<file path="src/rtl/tod_pkg.sv">
package tod_pkg;
  typedef enum logic [1:0] {
    UPD_HOLD = 2'd0,
    UPD_LOAD = 2'd1,
    UPD_STEP = 2'd2
  } tod_upd_e;

  localparam int unsigned TOD_NS_PER_SEC = 32'd1_000_000_000;
endpackage

</file>
<file path="src/rtl/tod_rst_sync.sv">
module tod_rst_sync #(
  parameter int STAGES = 2
) (
  input  logic clk,
  input  logic rst_n,
  output logic rst_sync_n
);
  logic [STAGES-1:0] sync_q;

  always_ff @(posedge clk or negedge rst_n) begin
    if (!rst_n) begin
      sync_q <= '0;
    end else begin
      sync_q <= {sync_q[STAGES-2:0], 1'b1};
    end
  end

  assign rst_sync_n = sync_q[STAGES-1];
endmodule

</file>
<file path="src/rtl/tod_incr_reg.sv">
module tod_incr_reg #(
  parameter int INC_W = 24,
  parameter logic [INC_W-1:0] INC_RST = '0
) (
  input  logic             clk,
  input  logic             rst_n,
  input  logic             load_en,
  input  logic [INC_W-1:0] load_val,
  output logic [INC_W-1:0] inc_q
);
  logic [INC_W-1:0] inc_d;

  always_comb begin
    inc_d = inc_q;
    if (load_en) begin
      inc_d = load_val;
    end
  end

  always_ff @(posedge clk or negedge rst_n) begin
    if (!rst_n) begin
      inc_q <= INC_RST;
    end else if (load_en) begin
      inc_q <= inc_d;
    end
  end
endmodule

</file>
<file path="src/rtl/tod_adj_hold.sv">
module tod_adj_hold #(
  parameter int ADJ_W = 31
) (
  input  logic             clk,
  input  logic             rst_n,
  input  logic             load_en,
  input  logic [ADJ_W-1:0] load_val,
  input  logic             drop_en,
  output logic             pend_q,
  output logic [ADJ_W-1:0] val_q
);
  logic             pend_d;
  logic [ADJ_W-1:0] val_d;
  logic             upd_en;

  always_comb begin
    pend_d = pend_q;
    val_d  = val_q;
    if (load_en) begin
      pend_d = 1'b1;
      val_d  = load_val;
    end else if (drop_en) begin
      pend_d = 1'b0;
      val_d  = '0;
    end
  end

  assign upd_en = load_en | drop_en;

  always_ff @(posedge clk or negedge rst_n) begin
    if (!rst_n) begin
      pend_q <= 1'b0;
      val_q  <= '0;
    end else if (upd_en) begin
      pend_q <= pend_d;
      val_q  <= val_d;
    end
  end
endmodule

</file>
<file path="src/rtl/tod_step_calc.sv">
module tod_step_calc #(
  parameter int          SEC_W      = 48,
  parameter int          NS_W       = 30,
  parameter int          FRAC_W     = 16,
  parameter int          INC_INT_W  = 8,
  parameter int          ADJ_W      = 31,
  parameter int unsigned NS_PER_SEC = 32'd1_000_000_000
) (
  input  logic [SEC_W-1:0]           sec_in,
  input  logic [NS_W-1:0]            ns_in,
  input  logic [FRAC_W-1:0]          frac_in,
  input  logic [INC_INT_W+FRAC_W-1:0] inc,
  input  logic                       adj_en,
  input  logic [ADJ_W-1:0]           adj_val,
  output logic [SEC_W-1:0]           sec_out,
  output logic [NS_W-1:0]            ns_out,
  output logic [FRAC_W-1:0]          frac_out
);
  localparam int SUM_W = NS_W + 3;
  localparam logic signed [SUM_W-1:0] NS_WRAP = SUM_W'(NS_PER_SEC);

  logic [FRAC_W:0]          frac_sum;
  logic                     frac_cy;
  logic signed [SUM_W-1:0]  ns_base;
  logic signed [SUM_W-1:0]  ns_inc;
  logic signed [SUM_W-1:0]  ns_cy;
  logic signed [SUM_W-1:0]  ns_adj;
  logic signed [SUM_W-1:0]  ns_sum;
  logic signed [SUM_W-1:0]  ns_fix;
  logic                     sec_up;
  logic                     sec_dn;

  // fraction accumulation with carry out
  assign frac_sum = {1'b0, frac_in} + {1'b0, inc[FRAC_W-1:0]};
  assign frac_cy  = frac_sum[FRAC_W];
  assign frac_out = frac_sum[FRAC_W-1:0];

  // operands widened to a signed sum
  assign ns_base = $signed({{(SUM_W-NS_W){1'b0}}, ns_in});
  assign ns_inc  = $signed({{(SUM_W-INC_INT_W){1'b0}}, inc[INC_INT_W+FRAC_W-1:FRAC_W]});
  assign ns_cy   = $signed({{(SUM_W-1){1'b0}}, frac_cy});
  assign ns_adj  = adj_en ? $signed({{(SUM_W-ADJ_W){adj_val[ADJ_W-1]}}, adj_val})
                          : '0;
  assign ns_sum  = ns_base + ns_inc + ns_cy + ns_adj;

  // normalize into one second
  always_comb begin
    sec_up = 1'b0;
    sec_dn = 1'b0;
    ns_fix = ns_sum;
    if (ns_sum < 0) begin
      sec_dn = 1'b1;
      ns_fix = ns_sum + NS_WRAP;
    end else if (ns_sum >= NS_WRAP) begin
      sec_up = 1'b1;
      ns_fix = ns_sum - NS_WRAP;
    end
  end

  assign ns_out = NS_W'(ns_fix);

  always_comb begin
    sec_out = sec_in;
    if (sec_up) begin
      sec_out = sec_in + SEC_W'(1);
    end else if (sec_dn) begin
      sec_out = sec_in - SEC_W'(1);
    end
  end
endmodule

</file>
<file path="src/rtl/tod_counter.sv">
module tod_counter
  import tod_pkg::*;
#(
  parameter int          SEC_W       = 48,
  parameter int          NS_W        = 30,
  parameter int          FRAC_W      = 16,
  parameter int          INC_INT_W   = 8,
  parameter int          ADJ_W       = 31,
  parameter int          NOM_INC_NS  = 40,
  parameter int          SYNC_STAGES = 2,
  parameter int unsigned NS_PER_SEC  = TOD_NS_PER_SEC,
  localparam int         INC_W       = INC_INT_W + FRAC_W,
  localparam int         TIME_W      = SEC_W + NS_W + FRAC_W
) (
  input  logic              clk,
  input  logic              rst_n,
  input  logic              tick_en,
  input  logic              set_valid,
  input  logic [SEC_W-1:0]  set_sec,
  input  logic [NS_W-1:0]   set_ns,
  input  logic              inc_valid,
  input  logic [INC_W-1:0]  inc_value,
  input  logic              adj_valid,
  input  logic [ADJ_W-1:0]  adj_ns,
  output logic [TIME_W-1:0] time_out
);
  localparam logic [INC_W-1:0] INC_RST = INC_W'(NOM_INC_NS) << FRAC_W;

  logic               rst_sync_n;
  logic [INC_W-1:0]   inc_q;
  logic               adj_pend;
  logic [ADJ_W-1:0]   adj_val;
  logic               adj_apply;
  logic               adj_drop;
  logic               adj_load;
  tod_upd_e           upd_mode;
  logic               time_en;

  logic [SEC_W-1:0]   sec_q,  sec_d,  sec_step;
  logic [NS_W-1:0]    ns_q,   ns_d,   ns_step;
  logic [FRAC_W-1:0]  frac_q, frac_d, frac_step;

  tod_rst_sync #(.STAGES(SYNC_STAGES)) u_rst_sync (
    .clk        (clk),
    .rst_n      (rst_n),
    .rst_sync_n (rst_sync_n)
  );

  tod_incr_reg #(.INC_W(INC_W), .INC_RST(INC_RST)) u_incr (
    .clk      (clk),
    .rst_n    (rst_sync_n),
    .load_en  (inc_valid),
    .load_val (inc_value),
    .inc_q    (inc_q)
  );

  // update mode: load beats tick
  always_comb begin
    if (set_valid) begin
      upd_mode = UPD_LOAD;
    end else if (tick_en) begin
      upd_mode = UPD_STEP;
    end else begin
      upd_mode = UPD_HOLD;
    end
  end

  assign adj_apply = adj_pend & (upd_mode == UPD_STEP);
  assign adj_load  = adj_valid & ~set_valid;
  assign adj_drop  = set_valid | adj_apply;

  tod_adj_hold #(.ADJ_W(ADJ_W)) u_adj (
    .clk      (clk),
    .rst_n    (rst_sync_n),
    .load_en  (adj_load),
    .load_val (adj_ns),
    .drop_en  (adj_drop),
    .pend_q   (adj_pend),
    .val_q    (adj_val)
  );

  tod_step_calc #(
    .SEC_W      (SEC_W),
    .NS_W       (NS_W),
    .FRAC_W     (FRAC_W),
    .INC_INT_W  (INC_INT_W),
    .ADJ_W      (ADJ_W),
    .NS_PER_SEC (NS_PER_SEC)
  ) u_step (
    .sec_in   (sec_q),
    .ns_in    (ns_q),
    .frac_in  (frac_q),
    .inc      (inc_q),
    .adj_en   (adj_apply),
    .adj_val  (adj_val),
    .sec_out  (sec_step),
    .ns_out   (ns_step),
    .frac_out (frac_step)
  );

  // next-state selection
  always_comb begin
    sec_d  = sec_q;
    ns_d   = ns_q;
    frac_d = frac_q;
    unique case (upd_mode)
      UPD_LOAD: begin
        sec_d  = set_sec;
        ns_d   = set_ns;
        frac_d = '0;
      end
      UPD_STEP: begin
        sec_d  = sec_step;
        ns_d   = ns_step;
        frac_d = frac_step;
      end
      default: begin
        sec_d  = sec_q;
        ns_d   = ns_q;
        frac_d = frac_q;
      end
    endcase
  end

  assign time_en = (upd_mode != UPD_HOLD);

  always_ff @(posedge clk or negedge rst_sync_n) begin
    if (!rst_sync_n) begin
      sec_q  <= '0;
      ns_q   <= '0;
      frac_q <= '0;
    end else if (time_en) begin
      sec_q  <= sec_d;
      ns_q   <= ns_d;
      frac_q <= frac_d;
    end
  end

  assign time_out = {sec_q, ns_q, frac_q};
endmodule

</file>
<file path="config.mk">
export PLATFORM = sky130hd
export DESIGN_NAME = tod_counter
export DESIGN_NICKNAME = d
export VERILOG_FILES = /design/src/rtl/tod_pkg.sv /design/src/rtl/tod_rst_sync.sv /design/src/rtl/tod_incr_reg.sv /design/src/rtl/tod_adj_hold.sv /design/src/rtl/tod_step_calc.sv /design/src/rtl/tod_counter.sv
export SDC_FILE = /design/constraint.sdc
export NUM_CORES = 1
export LEC_CHECK = 0
export CAP_MARGIN = 20
export CORE_AREA = 4 4 210 264
export DETAILED_ROUTE_END_ITERATION = 8
export DIE_AREA = 0 0 214 268
export GPL_TIMING_DRIVEN = 0
export PLACE_DENSITY = 0.51
export SLEW_MARGIN = 20
export SYNTH_ARGS = -nofsm -noshare
export SYNTH_HDL_FRONTEND = slang
export SYNTH_HIERARCHICAL = 1
export SYNTH_SLANG_ARGS = --single-unit
</file>
<file path="constraint.sdc">
create_clock -name clk -period 7.73 [get_ports clk]
set_input_delay 1.546 -clock clk [delete_from_list [all_inputs] [get_ports clk]]
set_output_delay 1.546 -clock clk [all_outputs]
set_load 0.02 [all_outputs]
</file>
Yosys cells after proc, flatten, opt, wreduce, memory -nomap -nowiden
Index checks and enable logic that the tools add are counted.
- flip-flop bits (word level): 152
- bits of input ports: 139
- output and inout port bits: 94
- word-level logic and storage cells: 48
- add/subtract/negate cells: 8
- magnitude comparators: 2
- equality and inequality tests: 3
- mux-type cells: 17
- bitwise gates (word level): 5
- reduce and logical (&&, ||, !) cells: 6
- operators with widths (operator ; count):
    $mux 48 ; 2
    $pmux 48 s2 ; 1
    $mux 31 ; 2
    $mux 30 ; 2
    $pmux 30 s2 ; 1
    $add 48x1->48 const B ; 1
    $sub 48x1->48 const B ; 1
    $add 33x2->33 ; 1
    $add 33x33->33 ; 1
    $ge 33x31->1 const B ; 1
    $lt 33x1->1 const B ; 1
    $mux 33 ; 1
    $pmux 16 s2 ; 1
    $add 30x8->31 ; 1
    $add 30x28->30 const B ; 1
    $sub 30x28->30 const B ; 1
    $add 16x16->17 ; 1
    $reduce_bool 2->1 ; 3
    $mux 1 ; 5
    $mux 2 ; 2
    $reduce_and 2->1 ; 2
    $ne 3x1->1 const B ; 1
    $reduce_and 3->1 ; 1
    $and 1x1->1 ; 2
    4 further kinds ; 5

Longest topological paths before layout
- depth after elaboration: 11
- mapped depth: 36
- gate-level depth less buffers: 34

By module
The synthesis kept the hierarchy.
- by module, submodules not included (module ; times used ; cells each ; area each (µm²) ; sequential area each (µm²)):
    tod_step_calc ; 1 ; 911 ; 6057.1 ; 0.0
    tod_counter ; 1 ; 394 ; 4304.1 ; 2352.3
    tod_adj_hold ; 1 ; 73 ; 1176.1 ; 800.8
    tod_incr_reg ; 1 ; 51 ; 999.7 ; 603.1
    tod_rst_sync ; 1 ; 3 ; 53.8 ; 50.0

Worst setup path before layout
No wires, ideal clock.
- path kind: reg-to-reg
- from: register frac_q[0]
- to: register ns_q[13]
- library setup time: 0.083 ns
- arrival: 6.780 ns
- required time: 7.647 ns
- slack: 0.867 ns
- cell stages (with the launch flop): 37
- buffers on the path: 2
- period minus slack after synthesis: 6.863 ns
- path through: dfrtp_1 > ha_1 > fa_1 > a21o_1 > a21oi_1 > nor2b_1 > o21a_1 > o21a_1 > o21ai_0 > a21oi_1 > o21ai_0 > a211o_1 > o21ai_0 > a21o_1 > a21oi_1 > fa_1 > inv_1 > fa_1 > a21o_1 > a22o_1 > o211ai_1 > and3_1 > nor2_1 > inv_1 > ha_1 > inv_1 > a2111o_1 > a311oi_2 > a211oi_2 > o211ai_2 > a21oi_1 > buf_6 > buf_4 > a21oi_1 > xor2_1 > mux2i_1 > o21ai_0
- word-level cells in the longest chain between the ends: 7
- elaborated cells on any way between the ends: 10
- classes of those cells: add/sub: 5; order compare: 2; mux: 3
- RTL lines (item ; line ; text):
    from (decl) ; tod_counter.sv:41 ; logic [FRAC_W-1:0] frac_q, frac_d, frac_step;
    from (signal assigned) ; tod_counter.sv:135 ; frac_q <= frac_d;
    $add 16x16->17 * ; tod_step_calc.sv:34 ; assign frac_sum = {1'b0, frac_in} + {1'b0, inc[FRAC_W-1:0]};
    $add 33x2->33 * ; tod_step_calc.sv:44 ; assign ns_sum = ns_base + ns_inc + ns_cy + ns_adj;
    $add 33x33->33 * ; tod_step_calc.sv:44 ;
    $sub 30x28->30 or $ge 33x31->1 (tied branches) ; tod_step_calc.sv:56, tod_step_calc.sv:54 ;
    $mux 30 ; tod_step_calc.sv:54 ; end else if (ns_sum >= NS_WRAP) begin
    $mux 30 * ; tod_step_calc.sv:51 ; if (ns_sum < 0) begin
    net ns_step[13] ; tod_counter.sv:40 ; logic [NS_W-1:0] ns_q, ns_d, ns_step;
    $pmux 30 s2 * ; tod_counter.sv:106 ; unique case (upd_mode)
    to (signal assigned) ; tod_counter.sv:134 ; ns_q <= ns_d;
    to (decl) ; tod_counter.sv:40 ;
The timed path passes the listed nets; every way through them passes the cells marked *.
A chain may end at the register's enable or synchronous reset.

Worst setup path after layout
- from: register frac_q[0]
- to: register ns_q[17]
The elaborated chain is that of the path after synthesis.

==> impl_metrics.py <==
metrics = {
    "status": {
        "status": "completed",
    },
    "critical_path": {
        "crit_top_cell": "a21oi_2",
        "cp.arrival_ps": 7750,
        "critPathSlowestCell": "nor4_4",
        "end_kind": "register",
        "cp-start-kind": "register",
        "cp_max_fo": 10,
        "r2r_cells": 35,
        "required_ps": 8110,
        "critPathMaxStageDelay_ps": 480,
        "worstSetupPathType": "register to register",
    },
    "route": {
        "vias_per_cell": 4.92,
        "wire_per_inst_um": 19.4,
        "dr.pass1.iters": 5,
        "num_vias": 11800,
        "drt_iter0_drc": 749,
        "ant_nets": 0,
        "finalWirelength_um": 46500,
        "drc_errors": 0,
    },
    "floorplanning": {
        "die_y_um": 268,
        "rows": 95,
        "fp.dieW_um": 214,
        "boundaryPins": 233,
        "core_um2": 53100,
        "initial_utilization_pct": 23.7,
        "die_area_um2": 57400,
    },
    "logic_synthesis": {
        "syn_inst": 1432,
        "synth_top_family_by_area": "compound AO/OA/AOI/OAI gates",
        "syn_area_per_cell_um2": 8.79,
        "synthesis.area_um2": 12600,
        "synthDistinctLibCells": 83,
        "ys_warn_count": 6,
        "synthAdderAreaFrac_pct": 6.60,
        "synth_edf_count": 0,
        "yosysSeqAreaShare_pct": 30.2,
        "synth_compound_area_share_pct": 19.5,
        "synth_xor_area_share_pct": 8.90,
        "syn_nets": 1635,
        "synth-main-ff-cell": "dfrtp_1",
        "synthArstFlopShare_pct": 100,
        "synthMuxAreaShare_pct": 10.4,
        "synth_seq_cells": 152,
        "synth_simple_gate_area_share_pct": 18.7,
    },
    "sta": {
        "fin_skew_ps": 15.9,
        "max_freq_ghz": 0.136,
        "period_share_pct": 95.4,
        "final_hold_viol_count": 0,
        "relSlewSlack_pct": 32.1,
        "finalSetupViolations": 0,
        "worst_hold_slack_ps": 308,
        "fin_crit_ps": 7370,
        "worstMarginPinSlew_ps": 993,
        "maxSlewViolCount": 0,
    },
    "final_layout": {
        "fill_cells": 5552,
        "stdcell_area_um2": 16600,
        "mostFrequentLayoutCells": "clkdlybuf4s50_1, dfrtp_1, nand2_1, xnor2_1, nor2_1",
        "layout-drive-gt1-share_pct": 9.41,
        "layout_commonest_cell": "clkdlybuf4s50_1",
        "nets": 1901,
        "syn_to_final_growth_pct": 32.1,
        "diodes": 0,
    },
    "clock_tree": {
        "cts.sinks": 152,
        "cts.clk_slew.worst_paths_ps": 70,
        "tritoncts": "yes",
        "cts_buffers": 17,
        "cts_max_level": 4,
        "clockBufferDepth": 2,
        "cts_hold_buf": 0,
        "clock_latency_ps": 470,
        "clock-root-buffer": "clkbuf_16",
    },
    "pwr": {
        "p_leak_nw": 7.05,
        "irDropWorstVdd_mv": 0.111,
        "p_per_area_nw_per_um2": 194,
    },
    "place": {
        "place_area_um2": 15800,
        "port_buffers": 229,
        "routabilityCongestion": 0.832,
        "dp_hpwl_um": 36500,
    },
    "global_route": {
        "grt_max_degree": 46,
        "grt_antenna_before_repair": 0,
        "grt_pass1_vias": 12000,
        "grt_pass1_wl_um": 71400,
        "grt_util_all_layers_pct": 15.9,
        "overflow": 0,
    },
    "hold_path": {
        "hold_class": "register to async pin",
    },
    "job": {
        "max_cap_viol_count": 0,
    },
}
[per-stage QoR]
| stage | cells | total power (W) | TNS [ps] | setup slack (ps) | utilization (%) |
|---|---|---|---|---|---|
| 3_3_place_gp | 2340 | 0.00236 | -28200 | -978 | 29.6 |
| 5_1_grt | 2390 | 0.00345 | -56.9 | -16.9 | 31.3 |
| 4_1_cts | 2384 | 0.00326 | 0 | 14.7 | 31.1 |
| 3_5_place_dp | 2344 | 0.00237 | -29940 | -925 | 29.8 |
| 6_report | 2390 | 0.00322 | 0 | 355 | 31.3 |
| 2_1_floorplan | 1432 | 0.00188 | 0 | 867 | - |
[per-layer routing]
layer	part of all wire [%]	track usage, %
met1	45	20.2
met2	49	27.7
met3	3.6	3.03
met4	1.9	4.45
met5	0	0
[worst max-delay path: cells and delay by family (launching register included)]
family	cells	cell delay, ps
AO/OA/AOI/OAI	21	3870
XOR/XNOR	1	280
adder cells (fa/ha/maj)	4	1190
buffers and inverters	5	630
flip-flops	1	390
multiplexers	1	120
AND/OR/NAND/NOR	3	770
[synthesized netlist by cell type (9+ instances only)]
cell type  count  area [um2]
buf_2         13        65.1
a21oi_1       67         335
a41oi_1       14         123
inv_1         44         165
mux2i_1       95         951
and2_1        41         257
nor3_1        41         205
o21a_1        11        82.6
dfrtp_1      150        3750
and4_1         9        78.8
o21ai_0       79         395
o21ai_1       35         175
nor2b_1       10        62.6
nand4_1       16         100
a21o_1        19         143
or3_1         15        93.8
a31oi_1       34         213
mux2_4        20         300
a22o_1        32         280
nor2_1       100         375
nand3_1       23         115
and3_1        38         238
xnor2_1      104         911
clkbuf_1      42         158
nand2_1      142         533
nor4_1        13        81.3
xor2_1        24         210
ha_1          60         751
buf_6          9         101
[what timing repair did]
item / CTS / global route
cloned: 0 / 0
endpoints found under the setup margin: 69 / 68
gates resized for setup: 16 / 22
buffers inserted: 8 / 6
pin swaps: 7 / 13
[logic make-up after synthesis]
logic type	count (synthesis)
simple gates	476
mux	120
fa+ha+maj	64
buf+inv	123
flops	152
xor+xnor	128
other cells	1
compound gates	368
[final timing paths]
path                                       from              endpoint  slack, ps
max                                   frac_q[0]              ns_q[17]        360
min                        u_rst_sync/sync_q[1]             sec_q[16]        310
max reg2reg                           frac_q[0]              ns_q[17]        360
min reg2reg                u_rst_sync/sync_q[1]             sec_q[16]        310
max in group asynchronous                 rst_n  u_rst_sync/sync_q[1]       6360
min in group clk           u_rst_sync/sync_q[0]  u_rst_sync/sync_q[1]        350
[sequential cells by signal (all words and copies together), names as in the netlist]
| name | count |
|---|---|
| ns_q | 30 |
| u_adj/pend_q | 1 |
| u_incr/inc_q | 24 |
| u_adj/val_q | 31 |
| u_rst_sync/sync_q | 2 |
| sec_q | 48 |
| frac_q | 16 |
[power breakdown]
part | internal, W | switching (W) | leakage [nW]
clock network | 0.000428 | 0.000410 | 0.262
logic | 0.000626 | 0.000745 | 4.90
registers | 0.000892 | 0.000124 | 1.88
[area by class of cell]
type                            instances  area [um2]  area share, %
Multi-Input combinational cell       1157        8200           49.3
Sequential cell                       152        3810           22.9
Timing Repair Buffer                  247        2490           15.0
Tap cell                              679         850           5.11
Buffer                                 79         568           3.41
Clock buffer                           19         443           2.66
Inverter                               44         165          0.993
Clock inverter                         13         113          0.677
Power figures use the tool's default switching activity.
